**src/rtl/pmig_pkg.sv**
```systemverilog
package pmig_pkg;
  typedef enum logic [3:0] {
    ST_IDLE,
    ST_RD_SRC,
    ST_RD_DST,
    ST_WR_SRC,
    ST_WR_DST,
    ST_NEXT,
    ST_NOTIFY,
    ST_DONE
  } pmig_state_e;
endpackage

```
**src/rtl/pmig_span.sv**
```systemverilog
module pmig_span #(
  parameter int IDB_W = 5,
  parameter int IDX_W = 30
) (
  input  logic [IDB_W-1:0] src_idbits,
  input  logic [IDB_W-1:0] dst_idbits,
  input  logic [IDB_W-1:0] lim_idbits,
  output logic [IDX_W-1:0] end_idx
);
  localparam int SIZE_W = (1 << IDB_W) + 1;

  logic [IDB_W-1:0]  eff;
  logic [IDB_W:0]    shamt;
  logic [SIZE_W-1:0] size_bits;

  always_comb begin
    eff = src_idbits;
    if (dst_idbits < eff) eff = dst_idbits;
    if (lim_idbits < eff) eff = lim_idbits;
    shamt     = {1'b0, eff} + {{IDB_W{1'b0}}, 1'b1};
    size_bits = SIZE_W'(1) << shamt;
    end_idx   = IDX_W'(size_bits >> 3);
  end
endmodule

```
**src/rtl/pmig_port.sv**
```systemverilog
module pmig_port #(
  parameter int ADDR_W = 32
) (
  input  logic              clk,
  input  logic              rst_n,
  input  logic              acc_req,
  input  logic              acc_write,
  input  logic [ADDR_W-1:0] acc_addr,
  input  logic [7:0]        acc_wdata,
  output logic              acc_done,
  output logic              mem_req_valid,
  input  logic              mem_req_ready,
  output logic              mem_req_write,
  output logic [ADDR_W-1:0] mem_req_addr,
  output logic [7:0]        mem_req_wdata,
  input  logic              mem_rsp_valid
);
  logic issued_q, issued_d;

  always_comb begin
    mem_req_valid = acc_req && !issued_q;
    mem_req_write = acc_write;
    mem_req_addr  = acc_addr;
    mem_req_wdata = acc_wdata;
    acc_done      = issued_q && mem_rsp_valid;
    issued_d      = issued_q;
    if (mem_req_valid && mem_req_ready) issued_d = 1'b1;
    else if (acc_done)                  issued_d = 1'b0;
  end

  always_ff @(posedge clk or negedge rst_n) begin
    if (!rst_n) issued_q <= 1'b0;
    else        issued_q <= issued_d;
  end


  req_hold_chk: assert property (@(posedge clk) disable iff (!rst_n)
    mem_req_valid && !mem_req_ready |=> mem_req_valid && $stable(mem_req_addr)
      && $stable(mem_req_write) && $stable(mem_req_wdata));
endmodule

```
**src/rtl/pmig_fsm.sv**
```systemverilog
module pmig_fsm
  import pmig_pkg::*;
#(
  parameter int ADDR_W    = 32,
  parameter int IDX_W     = 30,
  parameter int FIRST_IDX = 1024
) (
  input  logic              clk,
  input  logic              rst_n,
  input  logic              start,
  input  logic              src_en,
  input  logic              dst_en,
  input  logic [ADDR_W-1:0] src_base,
  input  logic [ADDR_W-1:0] dst_base,
  input  logic [IDX_W-1:0]  end_idx,
  input  logic              acc_done,
  input  logic [7:0]        acc_rdata,
  output logic              acc_req,
  output logic              acc_write,
  output logic [ADDR_W-1:0] acc_addr,
  output logic [7:0]        acc_wdata,
  output logic              busy,
  output logic              done,
  output logic              notify
);
  localparam logic [IDX_W-1:0] FIRST = IDX_W'(FIRST_IDX);

  pmig_state_e       state_q, state_d;
  logic [IDX_W-1:0]  idx_q, idx_d, end_q;
  logic [ADDR_W-1:0] sbase_q, dbase_q;
  logic [7:0]        sbyte_q, dbyte_q;
  logic              idx_en, cap_en, sbyte_en, dbyte_en;

  always_comb begin
    state_d  = state_q;
    idx_d    = idx_q + IDX_W'(1);
    idx_en   = 1'b0;
    cap_en   = 1'b0;
    sbyte_en = 1'b0;
    dbyte_en = 1'b0;
    case (state_q)
      ST_IDLE: if (start) begin
        cap_en = 1'b1;
        idx_en = 1'b1;
        idx_d  = FIRST;
        if (!(src_en && dst_en))  state_d = ST_DONE;
        else if (end_idx <= FIRST) state_d = ST_NOTIFY;
        else                       state_d = ST_RD_SRC;
      end
      ST_RD_SRC: if (acc_done) begin
        if (acc_rdata == 8'h00) state_d = ST_NEXT;
        else begin
          sbyte_en = 1'b1;
          state_d  = ST_RD_DST;
        end
      end
      ST_RD_DST: if (acc_done) begin
        dbyte_en = 1'b1;
        state_d  = ST_WR_SRC;
      end
      ST_WR_SRC: if (acc_done) state_d = ST_WR_DST;
      ST_WR_DST: if (acc_done) state_d = ST_NEXT;
      ST_NEXT: begin
        idx_en  = 1'b1;
        state_d = (idx_d >= end_q) ? ST_NOTIFY : ST_RD_SRC;
      end
      ST_NOTIFY: state_d = ST_DONE;
      ST_DONE:   state_d = ST_IDLE;
      default:   state_d = ST_IDLE;
    endcase
  end

  always_ff @(posedge clk or negedge rst_n) begin
    if (!rst_n) begin
      state_q <= ST_IDLE;
      idx_q   <= '0;
      end_q   <= '0;
      sbase_q <= '0;
      dbase_q <= '0;
      sbyte_q <= '0;
      dbyte_q <= '0;
    end else begin
      state_q <= state_d;
      if (idx_en)   idx_q   <= idx_d;
      if (cap_en) begin
        end_q   <= end_idx;
        sbase_q <= src_base;
        dbase_q <= dst_base;
      end
      if (sbyte_en) sbyte_q <= acc_rdata;
      if (dbyte_en) dbyte_q <= acc_rdata;
    end
  end

  always_comb begin
    acc_req   = (state_q == ST_RD_SRC) || (state_q == ST_RD_DST) ||
                (state_q == ST_WR_SRC) || (state_q == ST_WR_DST);
    acc_write = (state_q == ST_WR_SRC) || (state_q == ST_WR_DST);
    acc_addr  = ((state_q == ST_RD_SRC) || (state_q == ST_WR_SRC))
                ? sbase_q + ADDR_W'(idx_q) : dbase_q + ADDR_W'(idx_q);
    acc_wdata = (state_q == ST_WR_DST) ? (dbyte_q | sbyte_q) : 8'h00;
    busy      = (state_q != ST_IDLE);
    done      = (state_q == ST_DONE);
    notify    = (state_q == ST_NOTIFY);
  end


  notify_then_done_chk: assert property (@(posedge clk) disable iff (!rst_n)
    notify |=> done);

  done_pulse_chk: assert property (@(posedge clk) disable iff (!rst_n)
    done |=> !done && !busy);

  busy_hold_chk: assert property (@(posedge clk) disable iff (!rst_n)
    busy && !done |=> busy);

  dst_read_nonzero_chk: assert property (@(posedge clk) disable iff (!rst_n)
    (state_q == ST_RD_DST) |-> (sbyte_q != 8'h00));
endmodule

```
**src/rtl/pend_migrate_engine.sv**
```systemverilog
module pend_migrate_engine #(
  parameter int ADDR_W   = 32,
  parameter int IDB_W    = 5,
  parameter int FIRST_ID = 8192
) (
  input  logic              clk,
  input  logic              rst_n,
  input  logic              start,
  input  logic              src_en,
  input  logic              dst_en,
  input  logic [ADDR_W-1:0] src_base,
  input  logic [ADDR_W-1:0] dst_base,
  input  logic [IDB_W-1:0]  src_idbits,
  input  logic [IDB_W-1:0]  dst_idbits,
  input  logic [IDB_W-1:0]  lim_idbits,
  output logic              busy,
  output logic              done,
  output logic              notify_src,
  output logic              notify_dst,
  output logic              mem_req_valid,
  input  logic              mem_req_ready,
  output logic              mem_req_write,
  output logic [ADDR_W-1:0] mem_req_addr,
  output logic [7:0]        mem_req_wdata,
  input  logic              mem_rsp_valid,
  input  logic [7:0]        mem_rsp_rdata
);
  localparam int IDX_W     = (1 << IDB_W) - 2;
  localparam int FIRST_IDX = FIRST_ID / 8;

  logic [IDX_W-1:0]  end_idx;
  logic              acc_req, acc_write, acc_done, notify;
  logic [ADDR_W-1:0] acc_addr;
  logic [7:0]        acc_wdata;

  pmig_span #(.IDB_W(IDB_W), .IDX_W(IDX_W)) u_span (
    .src_idbits(src_idbits),
    .dst_idbits(dst_idbits),
    .lim_idbits(lim_idbits),
    .end_idx   (end_idx)
  );

  pmig_fsm #(.ADDR_W(ADDR_W), .IDX_W(IDX_W), .FIRST_IDX(FIRST_IDX)) u_fsm (
    .clk      (clk),
    .rst_n    (rst_n),
    .start    (start),
    .src_en   (src_en),
    .dst_en   (dst_en),
    .src_base (src_base),
    .dst_base (dst_base),
    .end_idx  (end_idx),
    .acc_done (acc_done),
    .acc_rdata(mem_rsp_rdata),
    .acc_req  (acc_req),
    .acc_write(acc_write),
    .acc_addr (acc_addr),
    .acc_wdata(acc_wdata),
    .busy     (busy),
    .done     (done),
    .notify   (notify)
  );

  pmig_port #(.ADDR_W(ADDR_W)) u_port (
    .clk          (clk),
    .rst_n        (rst_n),
    .acc_req      (acc_req),
    .acc_write    (acc_write),
    .acc_addr     (acc_addr),
    .acc_wdata    (acc_wdata),
    .acc_done     (acc_done),
    .mem_req_valid(mem_req_valid),
    .mem_req_ready(mem_req_ready),
    .mem_req_write(mem_req_write),
    .mem_req_addr (mem_req_addr),
    .mem_req_wdata(mem_req_wdata),
    .mem_rsp_valid(mem_rsp_valid)
  );

  assign notify_src = notify;
  assign notify_dst = notify;


  idle_no_req_chk: assert property (@(posedge clk) disable iff (!rst_n)
    !busy |-> !mem_req_valid);
endmodule

```
**config.mk**
```make
export PLATFORM = sky130hd
export DESIGN_NAME = pend_migrate_engine
export DESIGN_NICKNAME = d
export VERILOG_FILES = /design/src/rtl/pmig_pkg.sv /design/src/rtl/pmig_span.sv /design/src/rtl/pmig_port.sv /design/src/rtl/pmig_fsm.sv /design/src/rtl/pend_migrate_engine.sv
export SDC_FILE = /design/constraint.sdc
export NUM_CORES = 1
export LEC_CHECK = 0
export BUFFER_PORTS_ARGS = -buffer_cell sky130_fd_sc_hd__buf_4
export CORE_AREA = 3 3 177 179
export CTS_BUF_LIST = sky130_fd_sc_hd__clkbuf_4 sky130_fd_sc_hd__clkbuf_8
export CTS_CLUSTER_SIZE = 30
export DETAILED_ROUTE_END_ITERATION = 10
export DIE_AREA = 0 0 180 182
export PLACE_DENSITY = 0.55
export SYNTH_ARGS = -nofsm -noshare
export SYNTH_HDL_FRONTEND = slang
export SYNTH_HIERARCHICAL = 1
export SYNTH_SLANG_ARGS = --single-unit
```
**constraint.sdc**
```tcl
create_clock -name clk -period 10.7 [get_ports clk]
set_clock_uncertainty 0.2 [all_clocks]
set_input_delay 0.535 -clock clk [delete_from_list [all_inputs] [get_ports clk]]
set_output_delay 0.535 -clock clk [all_outputs]
set_load 0.05 [all_outputs]
```
Yosys cells after proc, flatten, opt, wreduce, memory -nomap -nowiden

Cells that the tools add are included.

Bits in registers: 145
Output and inout bits: 46
Word-level logic and storage cells: 71

Add/sub/neg operators: 4
Magnitude comparators: 4
Equal/unequal tests: 12
Shift-type cells: 1
Multiplexer cells: 26
Bitwise logic cells: 1
Reductions and logical operators: 15

Operators with widths:

| operator                                                                | number |
|---|---|
| 32-bit by 30-bit adder with 32-bit output                               | 2 |
| 30-bit 2-to-1 mux                                                       | 2 |
| 1-bit by 6-bit << shifter with 33-bit output, first input constant      | 1 |
| 32-bit 2-to-1 mux                                                       | 1 |
| 30-bit by 1-bit adder with 30-bit output, second input constant         | 1 |
| 30-bit >= comparator                                                    | 1 |
| 30-bit by 11-bit <= comparator with 1-bit output, second input constant | 1 |
| 4-bit one-hot mux with 7 select lines                                   | 1 |
| 4-bit 2-to-1 mux                                                        | 6 |
| 4-bit by 3-bit == test with 1-bit output, second input constant         | 4 |
| 5-bit < comparator                                                      | 2 |
| 5-bit 2-to-1 mux                                                        | 2 |
| 2-bit != test, second input constant                                    | 5 |
| 1-bit 2-to-1 mux                                                        | 9 |
| 3-bit 2-to-1 mux                                                        | 3 |
| 4-bit by 2-bit == test with 1-bit output, second input constant         | 2 |
| 8-bit zero test                                                         | 1 |
| 8-bit 2-to-1 mux                                                        | 1 |
| 8-bit OR                                                                | 1 |
| 5-bit by 1-bit adder with 6-bit output, second input constant           | 1 |
| 1-bit logical OR                                                        | 5 |
| 5-bit AND reduction                                                     | 1 |
| 4-bit by 1-bit == test with 1-bit output, second input constant         | 1 |
| 1-bit logical AND                                                       | 4 |
| 5 further kinds                                                         | 5 |

Longest topological paths before layout

Gate-level depths: netlist (run 1).

Word-level depth: 11
Mapped depth: 24
Depth with buffers taken out: 22

Modules after synthesis

The synthesis (run 1) kept the hierarchy.

Modules (own cells, without submodules):

| module              | instances | cells an instance | area each (µm²) |
|---|---|---|---|
| pmig_fsm            | 1         | 980               | 8961.1 |
| pmig_span           | 1         | 162               | 1139.8 |
| pmig_port           | 1         | 46                | 360.3 |
| pend_migrate_engine | 1         | 1                 | 7.5 |

Least setup slack after synthesis (run 1)

Ideal clock, no wire load.

Path kind: input port to flip-flop
From: input src_idbits[2]
To: register u_fsm.state_q[1]
Setup time: 0.071 ns
Data arrival time: 4.543 ns
Data required time: 10.429 ns
Path slack: 5.885 ns
Stages on the path: 23
Cells stage by stage: inv_1 -> ha_1 -> a21o_2 -> a2111o_1 -> o211ai_2 -> inv_1 -> ha_1 -> a211oi_2 -> o21ai_0 -> a211oi_2 -> or2_2 -> buf_4 -> buf_6 -> nand3_1 -> a21oi_2 -> nor4_1 -> nand4_1 -> or4_1 -> a21oi_1 -> o21ai_0 -> o211ai_1 -> o21ai_0 -> nor2_1

Longest elaborated chain between the ends: 11

RTL lines:

| what                                                 | line                      | text |
|---|---|---|
| from (decl)                                          | pend_migrate_engine.sv:13 | `input logic [IDB_W-1:0] src_idbits,` |
| 5-bit < comparator                                   | pmig_span.sv:18           | `if (dst_idbits < eff) eff = dst_idbits;` |
| 5-bit 2-to-1 mux (*)                                 | pmig_span.sv:18           |  |
| 5-bit < comparator                                   | pmig_span.sv:19           | `if (lim_idbits < eff) eff = lim_idbits;` |
| 5-bit 2-to-1 mux (*)                                 | pmig_span.sv:19           |  |
| 5-bit by 1-bit adder with 6-bit output (*)           | pmig_span.sv:20           | `shamt = {1'b0, eff} + {{IDB_W{1'b0}}, 1'b1};` |
| 1-bit by 6-bit << shifter with 33-bit output (*)     | pmig_span.sv:21           | `size_bits = SIZE_W'(1) << shamt;` |
| net end_idx[20]                                      | pend_migrate_engine.sv:31 | `logic [IDX_W-1:0] end_idx;` |
| 30-bit by 11-bit <= comparator with 1-bit output (*) | pmig_fsm.sv:47            | `else if (end_idx <= FIRST) state_d = ST_NOTIFY;` |
| 3-bit 2-to-1 mux (*)                                 | pmig_fsm.sv:47            |  |
| 4-bit 2-to-1 mux (*)                                 | pmig_fsm.sv:46            | `if (!(src_en && dst_en)) state_d = ST_DONE;` |
| 4-bit 2-to-1 mux (*)                                 | pmig_fsm.sv:42            | `ST_IDLE: if (start) begin` |
| 4-bit one-hot mux with 7 select lines (*)            | pmig_fsm.sv:41            | `case (state_q)` |
| to (signal assigned)                                 | pmig_fsm.sv:83            | `state_q <= state_d;` |
| to (decl)                                            | pmig_fsm.sv:28            | `pmig_state_e state_q, state_d;` |

Mark *: on every way through the listed nets, which the timed path passes. The rest lies on a longest branch. The select of a mux whose other input is x is not followed.
A chain may end at the register's enable or synchronous reset.

Worst setup path in the final report (run 1)

From: input src_idbits[4]
To: register u_fsm.state_q[1]

The elaborated chain is that of the path after synthesis.

==> results.sh, run 1 <==
export IMPL_insertion_delay_ns=0.45
export IMPL_fin_cells=1664
export IMPL_dr_pass1_iters=5
export IMPL_clock_root_buffer="clkbuf_8"
export IMPL_syn_area_um2=10500
export IMPL_path_class="in -> reg"
export IMPL_rows=63
export IMPL_cp_data_arrival_time_ns=5.68
export IMPL_wire_per_inst_um=16.1
export IMPL_grt_max_degree=82
export IMPL_wl_mm=26.8
export IMPL_m1WireLength_mm=12.7
export IMPL_crit_start="src_idbits[4]"
export IMPL_status="finished clean"
export IMPL_ys_warnings_count=6
export IMPL_r2r_end="u_fsm/state_q[0]"
export IMPL_gp_congestion=0.837
export IMPL_rsz0062_at_grt="no"
export IMPL_synth_top_family_by_area="simple AND/OR/NAND/NOR gates"
export IMPL_wl_met2_mm=12.7
export IMPL_io_buffers=139
export IMPL_syn_avg_cell_area_um2=8.80
export IMPL_fillers=2969
export IMPL_drv_slew=0
export IMPL_synth_seq_area_share_pct=34.4
export IMPL_grt_pass1_wl_mm=43.8
export IMPL_worstHoldPathType="in -> reg"
export IMPL_drtIter0Drc=570
export IMPL_synth_fa_ha_area_share_pct=8.44
export IMPL_cp_max_fo=26
export IMPL_fin_crit_sh_pct=51.3
export IMPL_fin_setup_tns_ns=0
export IMPL_muxShareOfSynthArea_pct=9.82
export IMPL_grt_pass1_vias=8479
export IMPL_r2r_setup_slack_ns=6.49
export IMPL_cts_max_level=4
export IMPL_die_area_um2=32800
export IMPL_multiInputGateArea_um2=6110
export IMPL_path_buf_inv=3
export IMPL_grt_use_total_pct=16.1
export IMPL_total_leakage_power_uw=0.00552
export IMPL_post_cts_buffers=0
export IMPL_cts_buffers=17
export IMPL_path_cells="buf_4 > inv_1 > ha_1 > a21o_1 > a2111o_1 > o211ai_2 > inv_1 > ha_1 > a211oi_2 > o21bai_1 > nor2_1 > nor2_2 > or3_1 > a21oi_1 > nor4_1 > nand4_1 > or4_1 > a21oi_1 > o21ai_0 > o211ai_1 > o21ai_0 > nor2_1"
export IMPL_path_depth=22
export IMPL_seq_area_um2=3600
export IMPL_hold_start="mem_rsp_valid"
export IMPL_nets=1425
export IMPL_whs_path_depth=2
export IMPL_syn2layout_area_growth_pct=14.6
export IMPL_hold_violations=0
export IMPL_post_cts_resize_count=0
export IMPL_cts_sinks=144
export IMPL_antenna_found_initial=0
export IMPL_synth_simple_area_share_pct=18.8
export IMPL_drc_errors=0
export IMPL_synthFlopType="dfrtp_1"
export IMPL_fin_crit_ns=5.49
export IMPL_synthArstFlopShare_pct=100
export IMPL_end_kind="register"
export IMPL_worstMarginPinSlew_ns=0.924
export IMPL_required_ns=10.89
export IMPL_ant_nets=0
export IMPL_ioPinCount=140
export IMPL_synth_edf_count=0
export IMPL_vias=8655
export IMPL_wl_met3_mm=1.17
export IMPL_hpwl_mm=19.9
export IMPL_die_x_um=180
export IMPL_relSlewSlack_pct=38.2
export IMPL_setup_viol=0
export IMPL_fmax_ghz=0.182
export IMPL_synth_compound_area_share_pct=16.9
export IMPL_reg2reg_depth=15
export IMPL_core_area_um2=29700
export IMPL_cap_violations=0
export IMPL_synth_fp_nets=1353
export IMPL_clkSlewWorstSetupHoldPaths_ns=0.08
export IMPL_synth_xor_area_share_pct=4.27
export IMPL_peakVddDrop_uv=248
export IMPL_max_stage_delay_ns=0.71
export IMPL_globalRouteOverflowTotal=0
export IMPL_layout_common_cells="nand2_1, buf_4, dfrtp_1, o21ai_0, mux2_2"
export IMPL_final_layout_size_suffix_gt1_share_pct=23.7
export IMPL_power_density_nw_per_um2=339
export IMPL_dp_cells=1631
export IMPL_viasPerCell=5.20
export IMPL_r2r_start="u_fsm/idx_q[0]"
export IMPL_ys_ff_latch=144
export IMPL_synth_distinct_cells=86
export IMPL_critPathLaunchType="input pin"
export IMPL_crit_slowest_cell="nor2_2"
export IMPL_endpoint="u_fsm/state_q[1]"
export IMPL_initial_core_util_pct=35.2
export IMPL_dr_max_layer_used="met4"
export IMPL_mostFrequentLayoutCell="nand2_1"
export IMPL_clockBufferDepth=2
export IMPL_crit_family="simple AND/OR/NAND/NOR gates"
export IMPL_synthCells=1189
export IMPL_die_height_um=182
export IMPL_cts_tree="done"
export IMPL_antenna_cells=0
## routing by layer
| layer | up-vias | global-route usage, % |
|---|---|---|
| met5 | - | 0 |
| met1 | 4172 | 22.1 |
| met3 | 16 | 3.47 |
| li1 | 4294 | - |
| met2 | 173 | 26.3 |
| met4 | 0 | 3.40 |
## flip-flops by register name, indices dropped and copies added (netlist names)
| signal | count |
|---|---|
| u_fsm/state_q | 3 |
| u_fsm/end_q | 30 |
| u_port/issued_q | 1 |
| u_fsm/sbase_q | 32 |
| u_fsm/dbase_q | 32 |
| u_fsm/sbyte_q | 8 |
| u_fsm/dbyte_q | 8 |
| u_fsm/idx_q | 30 |
## power by group
group          switching (uW)  internal, uW
registers                 149           752
logic                    1710           927
clock network             217           311
## cell usage after synthesis (all sizes together) (10+ instances only)
master  instances  area share, %
a21oi          71            4.0
ha             69            8.2
nor4           10           0.94
clkbuf         36            1.3
inv            53            1.9
xnor2          33            2.8
nand3          43            2.1
a21o           24            1.7
o22ai          16           0.96
nand2         210            7.6
mux2           83            9.0
xor2           18            1.5
o21a           13           0.93
nand4          18            1.1
and3           12           0.72
nor2           54            2.0
or3            12           0.81
nand2b         10           0.67
buf            56            3.9
o21ai          94            4.6
dfrtp         144             34
## logic make-up (layout without fill, tap and decap cells)
kind of cell / count (synthesis) / after routing
and+or+nand+nor: 412 / 412
xor gates and xnor gates: 51 / 51
buffers and inverters: 147 / 232
DFF: 144 / 144
adders and majority gates: 70 / 70
muxes: 92 / 92
AOI/OAI and AO/OA: 273 / 273
## how the worst min path moves through the flow
stage                       endpoint  slack, ns
finish               u_port/issued_q       0.06
global route         u_port/issued_q       0.02
CTS                  u_port/issued_q       0.02
detailed placement   u_port/issued_q       0.29
global placement     u_port/issued_q       0.28
floorplan           u_fsm/dbase_q[0]       0.04
## area by class of cell
type / instances / share of cell area, %
Clock inverter: 9 / 1.47
Sequential cell: 144 / 30.0
Multi-Input combinational cell: 898 / 50.9
Clock buffer: 23 / 2.59
Tap cell: 390 / 4.07
Timing Repair Buffer: 146 / 9.19
Inverter: 54 / 1.71
## through the flow
| step | worst slack (ns) | hold WS [ns] | cell area (um^2) | total power (uW) | utilization, % |
|---|---|---|---|---|---|
| after floorplan | 5.89 | 0.0394 | 10500 | 3080 | - |
| after global placement | 4.95 | 0.277 | 11500 | 3530 | 38.7 |
| after detailed placement | 4.83 | 0.292 | 11500 | 3550 | 38.7 |
| after CTS | 5.29 | 0.0196 | 12000 | 4100 | 40.4 |
| after global routing | 4.87 | 0.0169 | 12000 | 4350 | 40.4 |
| final | 5.21 | 0.0569 | 12000 | 4060 | 40.4 |
## repair_timing
item                                   4_1_cts  5_1_grt
setup endpoints to repair                    0        0
endpoints found under the hold margin       80        0
hold buffers                                 1        0
No activity file was read; power rests on OpenSTA's default activity.
==> run 2: changes to the inputs <==
clock period = 5.6 ns   (was 10.7 ns; I/O delays follow)
==> run 2 against run 1 <==
Compared with the run above: critical path depth unchanged; combinational power up 94%; sequential cell count unchanged; first-iteration DRC count down 11%; setup slack worse by 4.9 ns; count of clock-buffer cells in the layout down 4; clock power up 82%; sequential power up 91%; critical path type unchanged.
==> results.sh, run 2 (synthesized netlist as in run 1, its figures left out) <==
export IMPL_power_density_nw_per_um2=610
export IMPL_status="finished clean"
export IMPL_fin_setup_tns_ns=0
export IMPL_worstHoldPathType="in -> reg"
export IMPL_core_area_um2=29700
export IMPL_hold_violations=0
export IMPL_total_leakage_power_uw=0.00583
export IMPL_critPathLaunchType="input pin"
export IMPL_fin_crit_ns=5.31
export IMPL_gp_congestion=0.837
export IMPL_end_kind="register"
export IMPL_cts_buffers=17
export IMPL_cp_data_arrival_time_ns=5.45
export IMPL_viasPerCell=5.16
export IMPL_nets=1505
export IMPL_power_internal_uw=3800
export IMPL_rows=63
export IMPL_fmax_ghz=0.188
export IMPL_ant_nets=0
export IMPL_setup_viol=0
export IMPL_die_area_um2=32800
export IMPL_io_buffers=139
export IMPL_wire_per_inst_um=15.9
export IMPL_path_buf_inv=4
export IMPL_initial_core_util_pct=35.2
export IMPL_dr_pass1_iters=5
export IMPL_hpwl_mm=20.2
export IMPL_layout_common_cells="nand2_1, buf_4, dfrtp_1, o21ai_0, mux2_2"
export IMPL_cts_sinks=144
export IMPL_reg2reg_depth=15
export IMPL_grt_max_degree=95
export IMPL_required_ns=5.73
export IMPL_clkSlewWorstSetupHoldPaths_ns=0.08
export IMPL_path_class="in -> reg"
export IMPL_path_depth=22
export IMPL_fillers=2873
export IMPL_whs_path_depth=5
export IMPL_antenna_found_initial=0
export IMPL_final_cell_area_um2=12800
export IMPL_crit_slowest_cell="dlygate4sd3_1"
export IMPL_mostFrequentLayoutCell="nand2_1"
export IMPL_cts_max_level=4
export IMPL_vias=8992
export IMPL_combPwrFrac_pct=65.5
export IMPL_insertion_delay_ns=0.47
export IMPL_p_clk_share_pct=12.4
export IMPL_seq_area_um2=3600
export IMPL_die_x_um=180
export IMPL_syn2layout_area_growth_pct=22.0
export IMPL_wl_mm=27.7
export IMPL_p_seq_share_pct=22.1
export IMPL_max_stage_delay_ns=0.59
export IMPL_top_regs="u_fsm/dbase_q x32, u_fsm/sbase_q x32"
export IMPL_drtIter0Drc=509
export IMPL_fin_crit_sh_pct=94.9
export IMPL_die_height_um=182
export IMPL_drv_slew=0
export IMPL_final_layout_size_suffix_gt1_share_pct=22.5
export IMPL_grt_pass1_wl_mm=45.6
export IMPL_globalRouteOverflowTotal=0
export IMPL_finalPower_uw=7780
export IMPL_grt_pass1_vias=8889
export IMPL_clock_root_buffer="clkbuf_8"
export IMPL_rsz0062_at_grt="no"
export IMPL_clockBufferDepth=2
export IMPL_swShare_pct=51.1
export IMPL_utilization_pct=43.0
export IMPL_drc_errors=0
export IMPL_antenna_cells=0
export IMPL_post_cts_buffers=0
export IMPL_peakVddDrop_uv=562
export IMPL_r2r_setup_slack_ns=1.41
export IMPL_path_cells="buf_4 > inv_1 > ha_1 > a21o_1 > a2111o_1 > o211ai_2 > inv_1 > ha_1 > a211oi_2 > o21bai_1 > nor2_1 > o21ai_2 > nand3_1 > o22ai_1 > nor4_1 > nand4_1 > or4_1 > a21oi_1 > nand4_1 > dlygate4sd3_1 > o2111ai_1 > o221ai_1"
export IMPL_ioPinCount=140
export IMPL_place_area_um2=11500
export IMPL_cap_violations=0
export IMPL_multiInputGateArea_um2=6120
export IMPL_hold_ws_ns=0.101
export IMPL_cp_max_fo=8
export IMPL_cts_tree="done"
export IMPL_worstMarginPinSlew_ns=0.950
export IMPL_grt_use_total_pct=16.7
export IMPL_relSlewSlack_pct=36.5
export IMPL_crit_family="compound AO/OA/AOI/OAI gates"
export IMPL_p_switching_uw=3980
## run 2: cell count changes in the layout (fill, tap and decap cells not counted), moves of 2 or more
cell	previous run	this run
clkbuf_8	22	19
dlygate4sd3_1	1	78
clkinvlp_4	1	3
buf_4	144	146
## run 2: layout make-up
cell class | count | share of cell area (%)
Clock inverter | 11 | 1.47
Timing Repair Buffer | 226 | 14.9
Sequential cell | 144 | 28.2
Clock buffer | 19 | 2.05
Tap cell | 390 | 3.82
Multi-Input combinational cell | 898 | 47.9
Inverter | 54 | 1.61
## run 2: worst register-to-register path: cells and delay by family (launching register included)
kind / cells / cell delay (ns)
DFF: 1 / 0.46
and+or+nand+nor: 7 / 1.50
adders and majority gates: 2 / 0.52
xor gates and xnor gates: 1 / 0.25
AOI/OAI and AO/OA: 5 / 1.11
## run 2: final timing paths
check                                  from                to
setup / recovery              src_idbits[4]  u_fsm/state_q[0]
hold reg to reg            u_fsm/sbase_q[5]  u_fsm/sbase_q[5]
hold / removal                lim_idbits[3]   u_fsm/end_q[28]
setup reg to reg             u_fsm/idx_q[0]  u_fsm/state_q[0]
max in group asynchronous             rst_n   u_fsm/idx_q[27]
min in group asynchronous             rst_n  u_fsm/dbase_q[6]
## run 2: what timing repair did
action	4_1_cts	5_1_grt
endpoints found under the setup margin	0	2
hold buffers	78	0
hold endpoints to repair	175	0
resized for setup	0	2
## run 2: power groups by stage
stage	Clock, uW	Combinational (uW)	Sequential (uW)
final	963	5100	1720
after global placement	0	5020	1730
after global routing	1030	5530	1780
after floorplan	0	4250	1630
after detailed placement	0	5050	1740
after CTS	992	5120	1720
## run 2: layer usage
metal  vias up  track usage [%]  share of wire, %
met3        25             3.17               3.9
met5         -                0                 0
li1       4463                -                 -
met4         0             3.90               1.2
met1      4332             22.6                47
met2       172             27.9                47
## run 2: through the flow
step	worst slack, ns	std cells
after floorplan	1.04	1189
after global placement	0.447	1634
after detailed placement	0.371	1634
after CTS	0.385	1742
after global routing	0.0184	1742
final	0.288	1742
==> run 3: changes to the inputs <==
PLACE_DENSITY = default   (was 0.55)
==> run 3 against run 2 <==
Compared with the run above: setup slack better by 0.060 ns; worst hold slack worse by 0.067 ns; global-route usage down 0.16 points; largest power group unchanged; register-to-register slack better by 0.08 ns; non-clock buffer count down 3; routed wire length down 1.2%; first-iteration DRC count down 17%; cell area down 0.75%; core utilization down 0.32 points; total power down 1.9%; critical path depth down 7; count of clock-buffer cells in the layout up 6.
==> results.sh, run 3 (synthesized netlist as in run 1, its figures left out) <==
export IMPL_status="finished clean"
export IMPL_utilization_pct=42.6
export IMPL_hold_end="u_fsm/state_q[0]"
export IMPL_max_stage_delay_ns=0.54
export IMPL_die_x_um=180
export IMPL_power_density_nw_per_um2=603
export IMPL_grt_pass1_vias=8853
export IMPL_path_class="reg -> out"
export IMPL_insertion_delay_ns=0.46
export IMPL_peakVddDrop_uv=623
export IMPL_antenna_found_initial=0
export IMPL_die_height_um=182
export IMPL_cap_violations=0
export IMPL_io_buffers=139
export IMPL_whs_path_depth=4
export IMPL_cp_data_arrival_time_ns=4.77
export IMPL_cts_sinks=144
export IMPL_grt_pass1_wl_mm=45.0
export IMPL_clock_root_buffer="clkbuf_8"
export IMPL_wl_mm=27.3
export IMPL_critPathLaunchType="register"
export IMPL_clkSlewWorstSetupHoldPaths_ns=0.08
export IMPL_postCtsHoldBufs=76
export IMPL_mostFrequentLayoutCell="nand2_1"
export IMPL_cts_buffers=17
export IMPL_die_area_um2=32800
export IMPL_r2r_setup_slack_ns=1.49
export IMPL_fin_setup_tns_ns=0
export IMPL_path_cells="clkinv_1 > nor2_2 > buf_4 > nand2_1 > nand2_1 > ha_1 > a211o_1 > a21oi_1 > a2111oi_2 > nor4_2 > o21ai_1 > a21o_1 > or4b_1 > nand3_1 > buf_4"
export IMPL_grt_use_total_pct=16.6
export IMPL_relSlewSlack_pct=42.9
export IMPL_ant_nets=0
export IMPL_worstHoldPathType="in -> reg"
export IMPL_r2r_start="u_fsm/idx_q[0]"
export IMPL_post_cts_buffers=0
export IMPL_hold_start="src_en"
export IMPL_nets=1502
export IMPL_core_area_um2=29700
export IMPL_total_leakage_power_uw=0.00580
export IMPL_initial_core_util_pct=35.2
export IMPL_grt_max_degree=82
export IMPL_wire_per_inst_um=15.7
export IMPL_layout_common_cells="nand2_1, buf_4, dfrtp_1, o21ai_0, mux2_2"
export IMPL_rsz0062_at_grt="no"
export IMPL_worstMarginPinSlew_ns=0.854
export IMPL_drc_errors=0
export IMPL_r2r_end="u_fsm/state_q[2]"
export IMPL_post_cts_resize_count=0
export IMPL_fin_crit_ns=5.25
export IMPL_place_ws_ns=0.320
export IMPL_reg2reg_depth=16
export IMPL_cts_max_level=4
export IMPL_fmax_ghz=0.190
export IMPL_final_layout_size_suffix_gt1_share_pct=22.4
export IMPL_fin_crit_sh_pct=93.8
export IMPL_end_kind="output pin"
export IMPL_gp_congestion=0.859
export IMPL_vias=8935
export IMPL_antenna_cells=0
export IMPL_layout_setup_ws_ns=0.347
export IMPL_top_regs="u_fsm/dbase_q x32, u_fsm/sbase_q x32"
export IMPL_hpwl_mm=19.9
export IMPL_cp_max_fo=31
export IMPL_drtIter0Drc=420
export IMPL_globalRouteOverflowTotal=0
export IMPL_hold_violations=0
export IMPL_drv_slew=0
export IMPL_clockBufferDepth=2
export IMPL_cts_tree="done"
export IMPL_crit_slowest_cell="dfrtp_1"
export IMPL_syn2layout_area_growth_pct=21.1
export IMPL_required_ns=5.12
export IMPL_crit_start="u_fsm/state_q[0]"
export IMPL_ioPinCount=140
export IMPL_rows=63
export IMPL_setup_viol=0
export IMPL_viasPerCell=5.14
export IMPL_dr_pass1_iters=5
## run 3: changes by cell type in the layout (fill, tap and decap cells not counted), sizes merged
cell / change
bufinv: -3
clkbuf: +6
clkinvlp: -2
buf: -1
dlygate4sd3: -2
## run 3: final cells by class
cell class,instances,area [um^2]
Fill cell,2872,17000
Multi-Input combinational cell,898,6110
Sequential cell,144,3600
Timing Repair Buffer,223,1880
Tap cell,390,488
Clock buffer,25,307
Inverter,54,205
Clock inverter,6,82.6
## run 3: routing by layer
| metal | vias up | GRT usage (%) | routed length [um] |
|---|---|---|---|
| met5 | - | 0 | 0 |
| met4 | 0 | 2.78 | 197 |
| met3 | 14 | 3.49 | 1160 |
| met2 | 179 | 28.4 | 13300 |
| met1 | 4294 | 21.9 | 12700 |
| li1 | 4448 | - | - |
## run 3: worst max-delay path, delay by kind of cell, from the launching register on
kind,cells,cell delay (ns)
compound gates,5,1.32
simple gates,6,1.29
buf+inv,3,0.88
flops,1,0.54
fa+ha+maj,1,0.26
## run 3: power by group
part | internal [uW] | leakage (uW) | switching (uW)
sequential | 1440 | 0.00183 | 282
combinational | 1820 | 0.00376 | 3250
clock | 445 | 0.000204 | 403
## run 3: stage by stage
step | hold slack [ns] | std cells | power, uW | area (um^2)
final | 0.0337 | 1740 | 7640 | 12700
after global routing | 0.0433 | 1740 | 8240 | 12700
after CTS | 0.00554 | 1740 | 7700 | 12700
after detailed placement | 0.184 | 1633 | 6780 | 11500
after global placement | 0.189 | 1633 | 6710 | 11500
after floorplan | -0.216 | 1189 | 5880 | 10500
## run 3: how the worst max path moves through the flow
stage	end	slack, ns	cells past startpoint
finish	mem_req_addr[29]	0.35	15
global route	mem_req_addr[29]	0.04	15
CTS	mem_req_addr[29]	0.38	15
detailed placement	u_fsm/state_q[1]	0.32	22
global placement	u_fsm/state_q[1]	0.37	22
floorplan	u_fsm/state_q[1]	1.04	23
